**config.mk**
```make
export PLATFORM = sky130hd
export DESIGN_NAME = busseq_ctrl
export DESIGN_NICKNAME = d
export VERILOG_FILES = /design/src/rtl/busseq_pkg.sv /design/src/rtl/busseq_decode.sv /design/src/rtl/busseq_lanes.sv /design/src/rtl/busseq_fsm.sv /design/src/rtl/busseq_ctrl.sv
export SDC_FILE = /design/constraint.sdc
export NUM_CORES = 1
export LEC_CHECK = 0
export ABC_CLOCK_PERIOD_IN_PS = 4200
export CAP_MARGIN = 40
export CORE_MARGIN = 3
export CORE_UTILIZATION = 46
export DETAILED_ROUTE_END_ITERATION = 10
export PLACE_DENSITY = 0.84
export SETUP_SLACK_MARGIN = 0.5
export SYNTH_ARGS = -nofsm -noshare
export SYNTH_HDL_FRONTEND = slang
export SYNTH_SLANG_ARGS = --single-unit
```
**constraint.sdc**
```tcl
create_clock -name clk -period 4.2 [get_ports clk]
set_clock_uncertainty 0.2 [all_clocks]
set_input_delay 1.05 -clock clk [delete_from_list [all_inputs] [get_ports clk]]
set_output_delay 1.05 -clock clk [all_outputs]
set_load 0.1 [all_outputs]
```
**src/rtl/busseq_pkg.sv**
```systemverilog
package busseq_pkg;

  typedef enum logic [2:0] {
    PH_IDLE = 3'd0,
    PH_T1   = 3'd1,
    PH_T2   = 3'd2,
    PH_T3   = 3'd3,
    PH_TW   = 3'd4,
    PH_T4   = 3'd5
  } phase_e;

  localparam logic [2:0] OPC_MEM_RD = 3'd0;
  localparam logic [2:0] OPC_MEM_WR = 3'd1;
  localparam logic [2:0] OPC_IO_RD  = 3'd2;
  localparam logic [2:0] OPC_IO_WR  = 3'd3;
  localparam logic [2:0] OPC_FETCH  = 3'd4;
  localparam logic [2:0] OPC_INTA   = 3'd5;

  localparam logic [2:0] STS_PASSIVE = 3'b111;

  typedef struct packed {
    logic [2:0] code;
    logic       io;
    logic       write;
    logic       ack;
    logic       legal;
  } opinfo_t;

endpackage

```
**src/rtl/busseq_decode.sv**
```systemverilog
module busseq_decode
  import busseq_pkg::*;
(
  input  logic [2:0] op,
  output opinfo_t    info
);
  always_comb begin
    info = '{code: STS_PASSIVE, io: 1'b0, write: 1'b0, ack: 1'b0, legal: 1'b0};
    case (op)
      OPC_MEM_RD: info = '{code: 3'b101, io: 1'b0, write: 1'b0, ack: 1'b0, legal: 1'b1};
      OPC_MEM_WR: info = '{code: 3'b110, io: 1'b0, write: 1'b1, ack: 1'b0, legal: 1'b1};
      OPC_IO_RD:  info = '{code: 3'b001, io: 1'b1, write: 1'b0, ack: 1'b0, legal: 1'b1};
      OPC_IO_WR:  info = '{code: 3'b010, io: 1'b1, write: 1'b1, ack: 1'b0, legal: 1'b1};
      OPC_FETCH:  info = '{code: 3'b100, io: 1'b0, write: 1'b0, ack: 1'b0, legal: 1'b1};
      OPC_INTA:   info = '{code: 3'b000, io: 1'b0, write: 1'b0, ack: 1'b1, legal: 1'b1};
      default:    info = '{code: STS_PASSIVE, io: 1'b0, write: 1'b0, ack: 1'b0, legal: 1'b0};
    endcase
  end
endmodule

```
**src/rtl/busseq_lanes.sv**
```systemverilog
module busseq_lanes #(
  parameter int LANE_W = 8,
  localparam int NLANE = 2,
  localparam int BUS_W = NLANE * LANE_W
) (
  input  logic             word,
  input  logic             odd,
  input  logic [BUS_W-1:0] wdata,
  input  logic [BUS_W-1:0] rbus,
  output logic             hi_en,
  output logic [BUS_W-1:0] wbus,
  output logic [BUS_W-1:0] rdata
);
  // Write steering: a byte is replicated onto every lane.
  for (genvar g = 0; g < NLANE; g++) begin : g_lane
    assign wbus[g*LANE_W +: LANE_W] = word ? wdata[g*LANE_W +: LANE_W]
                                           : wdata[LANE_W-1:0];
  end

  assign hi_en = word | odd;

  always_comb begin
    if (word)     rdata = rbus;
    else if (odd) rdata = {{(BUS_W-LANE_W){1'b0}}, rbus[BUS_W-1 -: LANE_W]};
    else          rdata = {{(BUS_W-LANE_W){1'b0}}, rbus[LANE_W-1:0]};
  end
endmodule

```
**src/rtl/busseq_fsm.sv**
```systemverilog
module busseq_fsm
  import busseq_pkg::*;
(
  input  logic   clk,
  input  logic   rst,
  input  logic   start,
  input  logic   bus_ready,
  output phase_e ph,
  output phase_e ph_nxt
);
  always_comb begin
    ph_nxt = ph;
    case (ph)
      PH_IDLE:      if (start) ph_nxt = PH_T1;
      PH_T1:        ph_nxt = PH_T2;
      PH_T2:        ph_nxt = PH_T3;
      PH_T3, PH_TW: ph_nxt = bus_ready ? PH_T4 : PH_TW;
      PH_T4:        ph_nxt = PH_IDLE;
      default:      ph_nxt = PH_IDLE;
    endcase
  end

  always_ff @(posedge clk) begin
    if (rst) ph <= PH_IDLE;
    else     ph <= ph_nxt;
  end

  // a low ready sample in T3 or Tw yields another Tw
  a_r8_wait_inserted: assert property (@(posedge clk) disable iff (rst)
    ((ph == PH_T3 || ph == PH_TW) && !bus_ready) |=> (ph == PH_TW));
  // a high ready sample moves on to T4
  a_r8_wait_released: assert property (@(posedge clk) disable iff (rst)
    ((ph == PH_T3 || ph == PH_TW) && bus_ready) |=> (ph == PH_T4));
  // T4 always returns to idle
  a_r11_t4_to_idle: assert property (@(posedge clk) disable iff (rst)
    (ph == PH_T4) |=> (ph == PH_IDLE));
endmodule

```
**src/rtl/busseq_ctrl.sv**
```systemverilog
module busseq_ctrl
  import busseq_pkg::*;
#(
  parameter int LANE_W = 8,
  parameter int ADDR_W = 20,
  localparam int AD_W  = 2 * LANE_W,
  localparam int HI_W  = ADDR_W - AD_W
) (
  input  logic              clk,
  input  logic              rst,
  input  logic              req_valid,
  output logic              req_ready,
  input  logic [2:0]        req_op,
  input  logic [ADDR_W-1:0] req_addr,
  input  logic              req_word,
  input  logic [AD_W-1:0]   req_wdata,
  input  logic              bus_ready,
  input  logic [AD_W-1:0]   ad_in,
  output logic [AD_W-1:0]   ad_out,
  output logic              ad_oe,
  output logic [HI_W-1:0]   addr_hi,
  output logic              ale,
  output logic              den,
  output logic              dt_r,
  output logic              bhe,
  output logic              m_io,
  output logic              rd,
  output logic              wr,
  output logic              inta,
  output logic [2:0]        status,
  output logic              rsp_valid,
  output logic [AD_W-1:0]   rsp_data
);
  phase_e ph, ph_nxt;

  logic [2:0]        op_q;
  logic [ADDR_W-1:0] addr_q;
  logic              word_q;
  logic [AD_W-1:0]   wdata_q;

  opinfo_t in_info, cur_info;
  logic    accept;

  busseq_decode u_dec_in (.op(req_op), .info(in_info));

  assign req_ready = (ph == PH_IDLE);
  assign accept    = req_valid && req_ready && in_info.legal;

  // Current request: taken from the inputs on the accepting edge, held after.
  logic [2:0]        cur_op;
  logic [ADDR_W-1:0] cur_addr;
  logic              cur_word;
  logic [AD_W-1:0]   cur_wdata;

  always_comb begin
    cur_op    = accept ? req_op    : op_q;
    cur_addr  = accept ? req_addr  : addr_q;
    cur_word  = accept ? req_word  : word_q;
    cur_wdata = accept ? req_wdata : wdata_q;
  end

  busseq_decode u_dec_cur (.op(cur_op), .info(cur_info));

  logic            hi_en;
  logic [AD_W-1:0] wbus, rdata_c;

  busseq_lanes #(.LANE_W(LANE_W)) u_lanes (
    .word (cur_word),
    .odd  (cur_addr[0]),
    .wdata(cur_wdata),
    .rbus (ad_in),
    .hi_en(hi_en),
    .wbus (wbus),
    .rdata(rdata_c)
  );

  busseq_fsm u_fsm (
    .clk      (clk),
    .rst      (rst),
    .start    (accept),
    .bus_ready(bus_ready),
    .ph       (ph),
    .ph_nxt   (ph_nxt)
  );

  always_ff @(posedge clk) begin
    if (rst) begin
      op_q    <= '0;
      addr_q  <= '0;
      word_q  <= 1'b0;
      wdata_q <= '0;
    end else if (accept) begin
      op_q    <= req_op;
      addr_q  <= req_addr;
      word_q  <= req_word;
      wdata_q <= req_wdata;
    end
  end

  // Phase groups of the state being entered; every pin is a flop.
  logic n_t1, n_mid, n_data, n_act;
  always_comb begin
    n_t1   = (ph_nxt == PH_T1);
    n_mid  = (ph_nxt == PH_T2) || (ph_nxt == PH_T3) || (ph_nxt == PH_TW);
    n_data = n_mid || (ph_nxt == PH_T4);
    n_act  = (ph_nxt != PH_IDLE);
  end

  always_ff @(posedge clk) begin
    if (rst) begin
      ad_out    <= '0;
      ad_oe     <= 1'b0;
      addr_hi   <= '0;
      ale       <= 1'b0;
      den       <= 1'b0;
      dt_r      <= 1'b0;
      bhe       <= 1'b0;
      m_io      <= 1'b0;
      rd        <= 1'b0;
      wr        <= 1'b0;
      inta      <= 1'b0;
      status    <= STS_PASSIVE;
      rsp_valid <= 1'b0;
      rsp_data  <= '0;
    end else begin
      ale     <= n_t1;
      ad_oe   <= n_t1 || (cur_info.write && n_data);
      if (n_t1)                       ad_out <= cur_addr[AD_W-1:0];
      else if (cur_info.write && n_data) ad_out <= wbus;
      else                            ad_out <= '0;
      addr_hi <= n_t1 ? cur_addr[ADDR_W-1:AD_W] : '0;
      den     <= n_data;
      dt_r    <= n_act && cur_info.write;
      bhe     <= n_act && hi_en;
      m_io    <= n_act && cur_info.io;
      rd      <= n_mid && !cur_info.write && !cur_info.ack;
      wr      <= n_mid && cur_info.write;
      inta    <= n_mid && cur_info.ack;
      status  <= (n_t1 || n_mid) ? cur_info.code : STS_PASSIVE;
      rsp_valid <= (ph == PH_T4) && !cur_info.write;
      if ((ph == PH_T4) && !cur_info.write) rsp_data <= rdata_c;
    end
  end

  // the address strobe lasts a single clock
  a_r3_ale_single: assert property (@(posedge clk) disable iff (rst)
    ale |=> !ale);
  // a cycle only starts out of an idle cycle
  a_r11_start_from_idle: assert property (@(posedge clk) disable iff (rst)
    ale |-> $past(req_ready));
  // status is passive whenever the sequencer sits in T4
  a_r4_passive_t4: assert property (@(posedge clk) disable iff (rst)
    (ph == PH_T4) |-> (status == STS_PASSIVE));
  // the controller never drives the lines while a read strobe is up
  a_r6_release_on_read: assert property (@(posedge clk) disable iff (rst)
    (rd || inta) |-> !ad_oe);
  // at most one transfer strobe at a time
  a_r7_one_strobe: assert property (@(posedge clk) disable iff (rst)
    $onehot0({rd, wr, inta}));
  // read data is announced only right after T4
  a_r10_rsp_after_t4: assert property (@(posedge clk) disable iff (rst)
    rsp_valid |-> $past(ph == PH_T4));
endmodule

```
==> results of run 1 <==
==> cell type report <==
cell class	instances	area (µm²)	area share, %
Timing Repair Buffer	160	1934	39.27
Sequential cell	73	1461	29.67
Multi-Input combinational cell	188	1220	24.77
Clock buffer	11	141.4	2.870
Tap cell	72	90.09	1.829
Clock inverter	5	55.05	1.118
Inverter	3	23.77	0.4826
==> critical path, cell delays in order <==
cell and delay (ns):
clkdlybuf4s50_1 0.59, a21boi_2 0.19, a21boi_0 0.82, o21ai_0 0.23, a311oi_1 0.40
==> cells in the mapped netlist, drive strengths merged, types with 2 or more instances <==
| master | count | area (µm²) |
|---|---|---|
| a211oi | 5 | 42.54 |
| o311ai | 2 | 25.03 |
| a22o | 8 | 70.07 |
| o21a | 2 | 15.01 |
| nand3 | 11 | 67.57 |
| nor2 | 28 | 112.6 |
| mux2i | 17 | 170.2 |
| a21boi | 4 | 33.78 |
| and3 | 2 | 12.51 |
| a311oi | 8 | 70.07 |
| nand2 | 27 | 108.9 |
| a21bo | 2 | 20.02 |
| buf | 13 | 81.33 |
| nor2b | 6 | 37.54 |
| dfxtp | 73 | 1461 |
| and2 | 2 | 12.51 |
| a21oi | 15 | 75.07 |
| inv | 2 | 7.510 |
| clkbuf | 8 | 30.03 |
| o2bb2ai | 17 | 148.9 |
| nor3 | 6 | 30.03 |
| o21ai | 15 | 78.82 |
==> power groups by stage <==
stage	combinational (mW)	clock (mW)	sequential, mW
after floorplan	0.351	0	1.09
after global placement	0.780	0	0.829
after detailed placement	0.940	0	0.835
after CTS	0.952	0.546	0.823
after global routing	0.997	0.579	0.832
final	0.958	0.547	0.825
==> through the flow <==
step           setup WS, ns  area [µm²]  hold slack, ns
6_report             0.9341        4926          0.2705
5_1_grt               1.009        4926          0.2984
4_1_cts               1.109        4926          0.2731
3_5_place_dp         0.8041        4730          0.2544
3_3_place_gp         0.9776        3894          0.2438
2_1_floorplan         1.818        2816          0.2360
==> sequential cells by signal, summed over array words and instances (netlist names), 3 cells and up <==
signal and count:
ad_out 16, rsp_data 16, wdata_q 16, addr_hi 4, op_q 3, status 3
u_fsm.ph 3
==> how the worst min path moves through the flow <==
stage	startpoint	end	slack (ns)	depth (start not counted)
3_5_place_dp	rsp_data[8]	rsp_data[8]	0.25	1
5_1_grt	wdata_q[14]	wdata_q[14]	0.30	2
2_1_floorplan	wdata_q[10]	wdata_q[10]	0.24	2
6_report	wdata_q[9]	wdata_q[9]	0.27	2
3_3_place_gp	wdata_q[14]	wdata_q[14]	0.24	2
4_1_cts	wdata_q[15]	wdata_q[15]	0.27	2
==> routing by layer <==
metal | part of all wire (%) | track usage (%) | vias up | wire, µm
li1 | - | - | 1328 | -
met1 | 38 | 30.29 | 1415 | 3612
met2 | 52 | 50.29 | 185 | 5034
met3 | 7.5 | 6.869 | 27 | 726
met4 | 2.6 | 10.53 | 0 | 248
met5 | 0 | 0 | - | 0
==> logic make-up after synthesis <==
kind of cell / Yosys count / synth area share [%]
flops: 73 / 51.89
compound gates: 82 / 21.64
simple gates: 87 / 14.79
buf+inv: 24 / 4.798
mux: 18 / 6.575
xor+xnor: 1 / 0.3110
==> metrics list, run 1 <==
- The flow ran to the end, and the final reports show no timing, DRC or antenna violations.
* HPWL after detailed placement: ~6800 µm
- After detailed routing, the average wire length per cell comes to 18.79 µm.
* Net Sw Power: around 0.92 mW
- The worst register-to-register path begins at u_fsm.ph[0].
- Post-CTS repair timing setup buffer count: 0
- In this run the clock root is driven by a clkbuf_8.
- The path class of the tightest hold or removal check is reg -> reg.
* Initial standard-cell utilization of the core: 49.33%
- Once detail routing completed, the nets flagged for antenna violations numbered 0.
- Crit path DAT: 3.28 ns
- Leaving out fill and tap cells, the most frequent cells in the layout are clkdlybuf4s50_1, dfxtp_1, buf_8.
- The first global-routing pass estimated between 15000 and 20000 µm of wire.
- Of the total power, the clock network draws 23.5%.
* Final routed wirelength across all metal layers: 9621 µm
- Static leakage: between 1.5 and 2 nW
- Resized cells post-CTS: 0
- STA classifies the critical path endpoint as a flip-flop.
* Flop pwr share: 35.4%
- Detailed-router iteration count before antenna repair: 5
- In this run the cell area of the synthesized design comes to approximately 0.0028 mm².
- Entering global routing, the biggest net connects 43 pins.
- The number of failing hold endpoints at the final stage was 0.
- Leaving out fill and tap cells, the most frequent cell in the layout is clkdlybuf4s50_1.
- The design draws approximately 2.3 mW.
- Post-synthesis to final-layout area growth: 74.90%
- The worst register-to-register path ends at rsp_data[7].
* Source-to-sink clock delay at the later pin of the worst-skew pair: 0.34 ns
- The region available for standard cell placement spans between 0.005 and 0.006 mm².
- For this run, design rule violations remaining after detail routing come to 0.
* Clock tree from TritonCTS: done
* Core Rows: 27
- After the last flow step, the layout net total stands at between 400 and 500.
* Total congestion overflow: 0
- Number of buffers on the longest clock path: 2
- Synthesis inferred 73 register bits.
- Clock tree synthesis found a total of 73 sinks.
- After synthesis, the mean cell area works out to 9.882 µm².
- Fraction of layout cells with a size suffix above 1: 18.18%
* Overall track demand over capacity in global routing: a little over a quarter
- Yosys printed 0 warnings.
- In this run, post-CTS hold repair placed 0 buffers.
- Highest ir drop seen on vdd: roughly 460 µV
* Unrepaired setup endpoints after global routing: no
- Share of the yosys chip area belonging to registers: 51.89%
- Pin placement for this block handled 110 I/O pins.
- Final-report setup violation count: 0
* Combinational power share: between 40% and 50%
* Critical path peak fanout: 8
* Final Cycle Share: about 78%
- Number of buffers inserted during clock tree synthesis: 9
- Fill cells in the final layout number 257.
* Cell depth of the worst flop-to-flop path: 5
- Total inserted antenna cells: 0
- The clock tree synthesis step divided the H-tree into 3 levels.
* Fraction of synthesis flops using an asynchronous set or reset pin: 0%
- Transition time of the tightest slew-check pin: approximately 1 ns
- Setup total negative slack on the finished layout was measured at 0 ns.
* Quantity of I/O buffers inserted on ports: roughly 110
- Netlist cell types: 44
* Launching instance or port of the critical path: req_op[2]
- Die footprint: just over 0.007 mm²
* Die extent in x: 84.25 µm
* Flop-to-flop setup slack: 1.24 ns
* Final slew viol count: 0
* Number of antenna violations at the first check in global routing: 0
- The setup path with the least slack is of type in -> reg.
- The most used flip-flop cell after synthesis is dfxtp_1.
* Count of routing violations after the opening detailed-route iteration: 225
- Vias per cell: 5.771
- Total via count in the routed design: between 2000 and 3000
* Number of global-route vias before repair: 3132
- Counting I/O delays and the setup requirement, the final critical path takes around 3.3 ns.
- Cells after Synth: 285
- PwrDens: 472.9 mW/mm²
* Worst-case headroom to the max-slew limit: between 30% and 40%
* Final weighted congestion of routability-driven global placement: around 0.8
- Number of cells in the finished layout apart from fillers: a little over 500
- In this run the vertical extent of the chip is 84.25 µm.
- Required arrival time at the worst endpoint: about 4.2 ns
- In this run the worst setup path terminates at rsp_data[7].
* Post-placement cell count: roughly 500
- Power Internal: ~1.4 mW
- Counting every net in the synthesized netlist gives ~350.
* Startpoint Class: primary input
- Final core utilization: a little under nine tenths
* Max-cap check violation count: 0
* Reg clk slew, reported paths: about 0.080 ns
- Maximum clock frequency: a little over 0.3 GHz
* Post-synth EDFFs: 0
- Net switching is around 40% of the power.
Note: power is estimated with default switching activity, not from simulation.
==> inputs of run 2 (changes only) <==
ABC_CLOCK_PERIOD_IN_PS = 3220   (was 4200)
CORE_UTILIZATION = 43   (was 46)
PLACE_DENSITY = 0.79   (was 0.84)
clock period = 3.22 ns   (was 4.2 ns; I/O delays follow)
==> run 2 against run 1 <==
- routed wire length is 23% lower
- combinational power is 11% higher
- non-clock buffer count is 47 lower
- critical path depth is 1 higher
- first-iteration DRC count is 62% lower
- power is 21% higher
- count of clock-buffer cells in the layout stayed put
- core utilization is 21 points lower
- global-route usage is 7.4 points lower
- clock power is 27% higher
- design area is 19% lower
- critical endpoint is now ad_out[4]
==> metrics list, run 2 (synthesis results as in run 1) <==
- The detailed router placed around 2500 vias in this run.
- Final slew viol count: 0
- Highest ir drop seen on vdd: around 430 µV
* Number of nets in the layout: around 450
- Counting cells, the worst reg-to-reg path comes to 3.
- The number of placed instances, taps included, is roughly 450.
* Die footprint: roughly 0.0076 mm²
- Max-cap check violation count: 0
- The internal portion of the total power is between 1.5 and 2 mW.
- Launching instance or port of the critical path: req_op[2]
* Transition time of the tightest slew-check pin: 0.8034 ns
- The critical path goes through clkdlybuf4s50_1 > a21boi_2 > nand2_4 > buf_4 > mux2i_1 > o2bb2ai_1.
- Overall track demand over capacity in global routing: 20.07%
* Worst-case headroom to the max-slew limit: 46.28%
- For this run, the detailed router's first-pass iteration total came to 4.
- Final Cycle Share: 80.97%
* Average routed wire per standard cell: around 16 µm
- In this run the worst path has a maximum fanout of 18.
- Worst setup endpoint: ad_out[4]
* Required arrival time at the worst endpoint: approximately 3.2 ns
- Slowest stage delay, CP: 0.51 ns
* Number of buffers on the longest clock path: 2
- Measured along the y axis, the die boundary spans 86.93 µm.
- Crit path max-delay cell type: clkdlybuf4s50_1
* Clock tree from TritonCTS: done
- Total Power Consumption: about 2.8 mW
- Resized cells post-CTS: 0
- Net Sw Power: between 1 and 1.5 mW
- In this run the core area contains 28 standard-cell rows.
* Number of global-route vias before repair: roughly 2500
- By startpoint and endpoint, the worst setup path is classified as in -> reg.
- In this run the worst hold path is classified as reg -> reg.
- Combinational power share: a little under two fifths
* Clock tree root buffer cell: clkbuf_8
- The H-tree was split into 3 levels.
- After clock tree synthesis, the clock-pin slew on the worst setup and hold paths is 0.07 ns.
* Final TNS setup: 0 ns
* Relative contribution of the clock network to total power: 24.6%
* Maximum number of pins on one net before global-route repair: 31
* Initial standard-cell utilization of the core: a little under half
- Number of cells in the finished layout apart from fillers: 466
* Total congestion overflow: 0
- Source-to-sink clock delay at the later pin of the worst-skew pair: between 0.3 and 0.4 ns
* Wire length of the first global-routing pass: about 12000 µm
- In this run the post-CTS setup repair buffer count came out at 0.
- Switching Fraction: 39.89%
* Leading cell type in the layout, fill and taps excluded: dfxtp_1
- Result of the run: finished, final reports clean
- Count of hold buffers inserted by post-cts repair: 0
- Setup repair after global routing left no endpoint under its margin.
* Flop pwr share: approximately 38%
* Commonest cells after routing, fill and taps aside: dfxtp_1, clkdlybuf4s50_1, buf_4
- For this design the ratio of total power to cell area is approximately 700 mW/mm².
- The repair_antennas step left the layout with diodes totalling 0.
- The number of failing hold endpoints at the final stage came to 0.
- Final routed wirelength across all metal layers: roughly 7400 µm
- Count of routing violations after the opening detailed-route iteration: between 80 and 90
- Final-report setup violation count: 0
- At the worst endpoint, the arrival time is between 2 and 3 ns.
- STA classifies the critical path endpoint as a flip-flop.
- The clock period could shrink to around 2.6 ns.
* Fraction of layout cells with a size suffix above 1: between 20% and 30%
* Vias per cell: 5.281
- Measured along the x axis, the die boundary spans about 87 µm.
- Clock net sink count: 73
* Quantity of I/O buffers inserted on ports: between 100 and 150
* Maximum clock frequency: ~0.38 GHz
- In this run the register-to-register setup slack is ~1.0 ns.
- DRC violation count after routing: 0
* Number of buffers inserted during clock tree synthesis: 9
- The number of antenna violations at the first check in global routing came to 0.
* Post-synthesis to final-layout area growth: 41.71%
- STA classifies the critical path startpoint as a primary input.
- Ports placed on the boundary: between 100 and 150
- R2r endpoint: ad_out[8]
* Static leakage: 1.588 nW
* HPWL after detailed placement: ~5300 µm
- Antenna Violating Nets Remaining: 0
- Final weighted congestion of routability-driven global placement: 0.8481
- The largest registers in the layout are ad_out x16, rsp_data x16, wdata_q x16.
* Area of the core region: 0.006131 mm²
- R2R Path Start: u_fsm.ph[0]
[run 2: changes by cell type in the layout (fill, tap and decap cells not counted), moves of 8 or more]
cell             before  now
buf_4                 3   53
buf_8                41    0
buf_16                8    0
clkdlybuf4s50_1     107   58
[run 2: how the worst min path moves through the flow]
| stage | startpoint | end | slack [ns] | cells past startpoint |
|---|---|---|---|---|
| 2_1_floorplan | wdata_q[10] | wdata_q[10] | 0.24 | 2 |
| 3_3_place_gp | wdata_q[8] | wdata_q[8] | 0.24 | 2 |
| 3_5_place_dp | wdata_q[15] | wdata_q[15] | 0.25 | 2 |
| 4_1_cts | wdata_q[15] | wdata_q[15] | 0.26 | 2 |
| 5_1_grt | wdata_q[15] | wdata_q[15] | 0.27 | 2 |
| 6_report | wdata_q[14] | wdata_q[14] | 0.26 | 2 |
[run 2: per-layer routing]
| layer | GRT usage, % | wire, µm | share of wire (%) | vias to the layer above |
|---|---|---|---|---|
| li1 | - | - | - | 1225 |
| met1 | 25.30 | 3282 | 45 | 1138 |
| met2 | 33.95 | 3495 | 47 | 92 |
| met3 | 5.676 | 531 | 7.2 | 6 |
| met4 | 4.674 | 59 | 0.80 | 0 |
| met5 | 0 | 0 | 0 | - |
[run 2: layout make-up]
class	count	area, µm²
clock buffers	11	141.4
clock inverters	3	42.54
fillers	509	2140
inverters	3	23.77
multi-input cells	188	1225
flip-flops and latches	73	1461
well taps	75	93.84
repair buffers	113	1003
[run 2: per-stage QoR]
stage	setup slack [ns]	hold WS (ns)	utilization, %	cell area [µm²]
6_report	0.6128	0.2558	65.10	3991
5_1_grt	0.5157	0.2746	65.10	3991
3_3_place_gp	0.3258	0.2440	62.02	3802
2_1_floorplan	1.083	0.2360	-	2816
4_1_cts	0.5174	0.2566	65.02	3986
3_5_place_dp	0.2711	0.2478	62.02	3802
[run 2: power by group through the flow]
stage	logic [mW]	clock network (mW)	registers [mW]
after floorplan	0.458	0	1.43
after global placement	1.04	0	1.08
after detailed placement	1.05	0	1.09
after CTS	1.05	0.698	1.07
after global routing	1.12	0.740	1.08
final	1.06	0.692	1.07
[run 2: worst max-delay path: cells and delay by family]
family                 cells  cell delay, ns
AOI/OAI and AO/OA          2            0.53
muxes                      1            0.26
buffers and inverters      2            0.78
and+or+nand+nor            1            0.22
==> inputs of run 3 (changes only) <==
ABC_CLOCK_PERIOD_IN_PS = 2650   (was 3220)
clock period = 2.65 ns   (was 3.22 ns; I/O delays follow)
==> run 3 against run 2 <==
- clock power grew 43%
- cell count grew 4.5%
- flip-flop and latch count is the same
- sequential share of layout area shrank 1.9 points
- routed wire length grew 2.4%
- critical endpoint is now req_ready
- largest power group is now combinational cells
- highest routed layer unchanged
==> metrics list, run 3 (synthesis results as in run 1) <==
- Clock net sink count: 73
- Final routed wirelength across all metal layers: between 7000 and 8000 µm
- PwrDens: 875.5 mW/mm²
* Post-synthesis to final-layout area growth: 50.11%
* Number of fill cells: approximately 480
- Power Internal: about 2.3 mW
- Clock tree root buffer cell: clkbuf_8
- Summing all multi-input logic gate instances after layout gives ~0.0012 mm².
* Met1 routing resource usage after global routing: about a quarter
- Path type of the worst min-delay path: reg -> reg
- The count of final max-slew check failures is 0.
* R2R Path Start: u_fsm.ph[1]
- Of all nets on the critical path, the largest fanout is 2.
* Final Cycle Share: between 80% and 90%
- The first TritonRoute pass finished after 4 iterations.
* Number of global-route vias before repair: ~2500
- Die extent in x: roughly 87 µm
- Die footprint: 0.007557 mm²
- Total inserted antenna cells: 0
- Total congestion overflow: 0
- Net Sw Power: around 1.4 mW
- The first global-routing pass estimated about 12000 µm of wire.
* Area of the core region: 0.006131 mm²
* Count of hold buffers inserted by post-cts repair: 0
* Final hold violation count: 0
* Fraction of layout cells with a size suffix above 1: between 20% and 30%
- Final critical delay including setup and external delays: 2.201 ns
- Global routing consumed, on the met3 layer, 5.866% of the routing resources.
- The largest registers in the layout are ad_out x16, rsp_data x16, wdata_q x16.
- Number of cells in the finished layout apart from fillers: 487
- In the routed layout, each cell is associated on average with a via count of ~5.3.
- In this run, placement finished with an instance count of around 460.
- From bottom edge to top edge, the die measures roughly 87 µm.
- Transition time of the tightest slew-check pin: 0.5639 ns
- Min Hold Slack: between 0.2 and 0.3 ns
- Source-to-sink clock delay at the later pin of the worst-skew pair: 0.34 ns
- Antenna Violating Nets Remaining: 0
- Initial standard-cell utilization of the core: a little under half
- Switching Fraction: 38.18%
- The critical path is of the reg -> out type.
- The first routing iteration left 99 violations.
- The clock tree synthesis step divided the H-tree into 3 levels.
- Number of buffers inserted during clock tree synthesis: 9
- Number of antenna violations at the first check in global routing: 0
* DRC violation count after routing: 0
- TritonCTS built the clock tree.
- Unrepaired setup endpoints after global routing: yes
- Worst hold path startpoint: wdata_q[8]
- Overall track demand over capacity in global routing: around a fifth
- Timing would allow up to about 0.45 GHz.
* Highest ir drop seen on vdd: 691.9 µV
- STA classifies the critical path startpoint as a flip-flop.
* Reg clk slew, reported paths: 0.07 ns
* Relative contribution of the clock network to total power: about a quarter
- The tool flagged a number of max-cap violations equal to 0.
* Core Rows: 28
- For this block, the via count after detailed routing is ~2600.
- Capturing element type of the critical path: output pin
* Met2 Track Usage GR: between 30% and 40%
* Quantity of I/O buffers inserted on ports: around 110
- Data on the critical path is required at its endpoint by 1.79 ns.
- Result of the run: finished, final reports clean
- For this run, the post-layout net count is approximately 470.
- Register Area: roughly 0.0015 mm²
- Final weighted congestion of routability-driven global placement: approximately 0.83
- Commonest cells after routing, fill and taps aside: dfxtp_1, buf_4, clkdlybuf4s50_1
- Static leakage: about 1.7 nW
* Flop pwr share: about a third
* Ports placed on the boundary: 110
- Number of buffers on the longest clock path: 2
- Combinational power share: between 30% and 40%
* Average routed wire per standard cell: approximately 15 µm
* HPWL after detailed placement: about 5400 µm
- After global routing, the most crowded layer is met2.
* Final-report setup violation count: 0
- Final core utilization: 68.96%
- In this run the tightest slew margin relative to its limit is between 60 and 70%.
- Maximum number of pins on one net before global-route repair: 18
- Crit path DAT: around 1.3 ns
- Launching instance or port of the critical path: u_fsm.ph[1]
## run 3: cell count changes in the layout (fill, tap and decap cells not counted), moves of 2 or more
cell,previous run,this run
dfxtp_1,73,71
clkdlybuf4s50_1,58,56
dfxtp_4,0,2
dlygate4sd2_1,0,2
buf_4,53,71
## run 3: worst paths after layout
check / endpoint / slack [ns] / depth (start not counted)
worst max-delay path: req_ready / 0.45 / 3
worst min-delay path: wdata_q[8] / 0.26 / 2
worst max register to register: status[0] / 0.58 / 7
worst min register to register: wdata_q[8] / 0.26 / 2
## run 3: area by class of cell
cell class | instances | area share [%]
clock inverters | 4 | 1.746
clock buffers | 12 | 3.670
multi-input cells | 188 | 29.54
well taps | 75 | 2.220
repair buffers | 132 | 27.52
inverters | 3 | 0.5623
flip-flops and latches | 73 | 34.74
## run 3: routing by layer
metal / share of wire, % / vias to the layer above
li1: - / 1264
met2: 48 / 112
met4: 0.91 / 0
met3: 8.1 / 9
met5: 0 / -
met1: 43 / 1201
## run 3: metrics by stage
step | power, mW | setup TNS [ns] | cell area, µm² | setup WS (ns)
after floorplan | 2.290 | 0 | 2816 | 0.6499
after global placement | 2.625 | 0 | 3905 | 0.09733
after detailed placement | 2.635 | -0.03705 | 3905 | -0.01596
after CTS | 3.673 | 0 | 4188 | 0.4428
after global routing | 3.866 | 0 | 4228 | 0.4048
final | 3.701 | 0 | 4228 | 0.4490
## run 3: power by group through the flow
stage	sequential, mW	clock, mW	combinational, mW
global route	1.29	1.06	1.52
CTS	1.27	1.00	1.40
floorplan	1.73	0	0.556
detailed placement	1.30	0	1.33
finish	1.27	0.988	1.44
global placement	1.30	0	1.32
## run 3: worst max-delay path, cell delays in order, from the launching register on
cell and delay [ns]:
dfxtp_4 0.34, or3_4 0.43, clkinv_8 0.07, buf_16 0.16
## run 3: what timing repair did
item | in CTS | in global routing
endpoints found under the setup margin | 11 | 10
gates resized for setup | 10 | 7
pin swaps | 3 | 1
setup buffers | 5 | 2
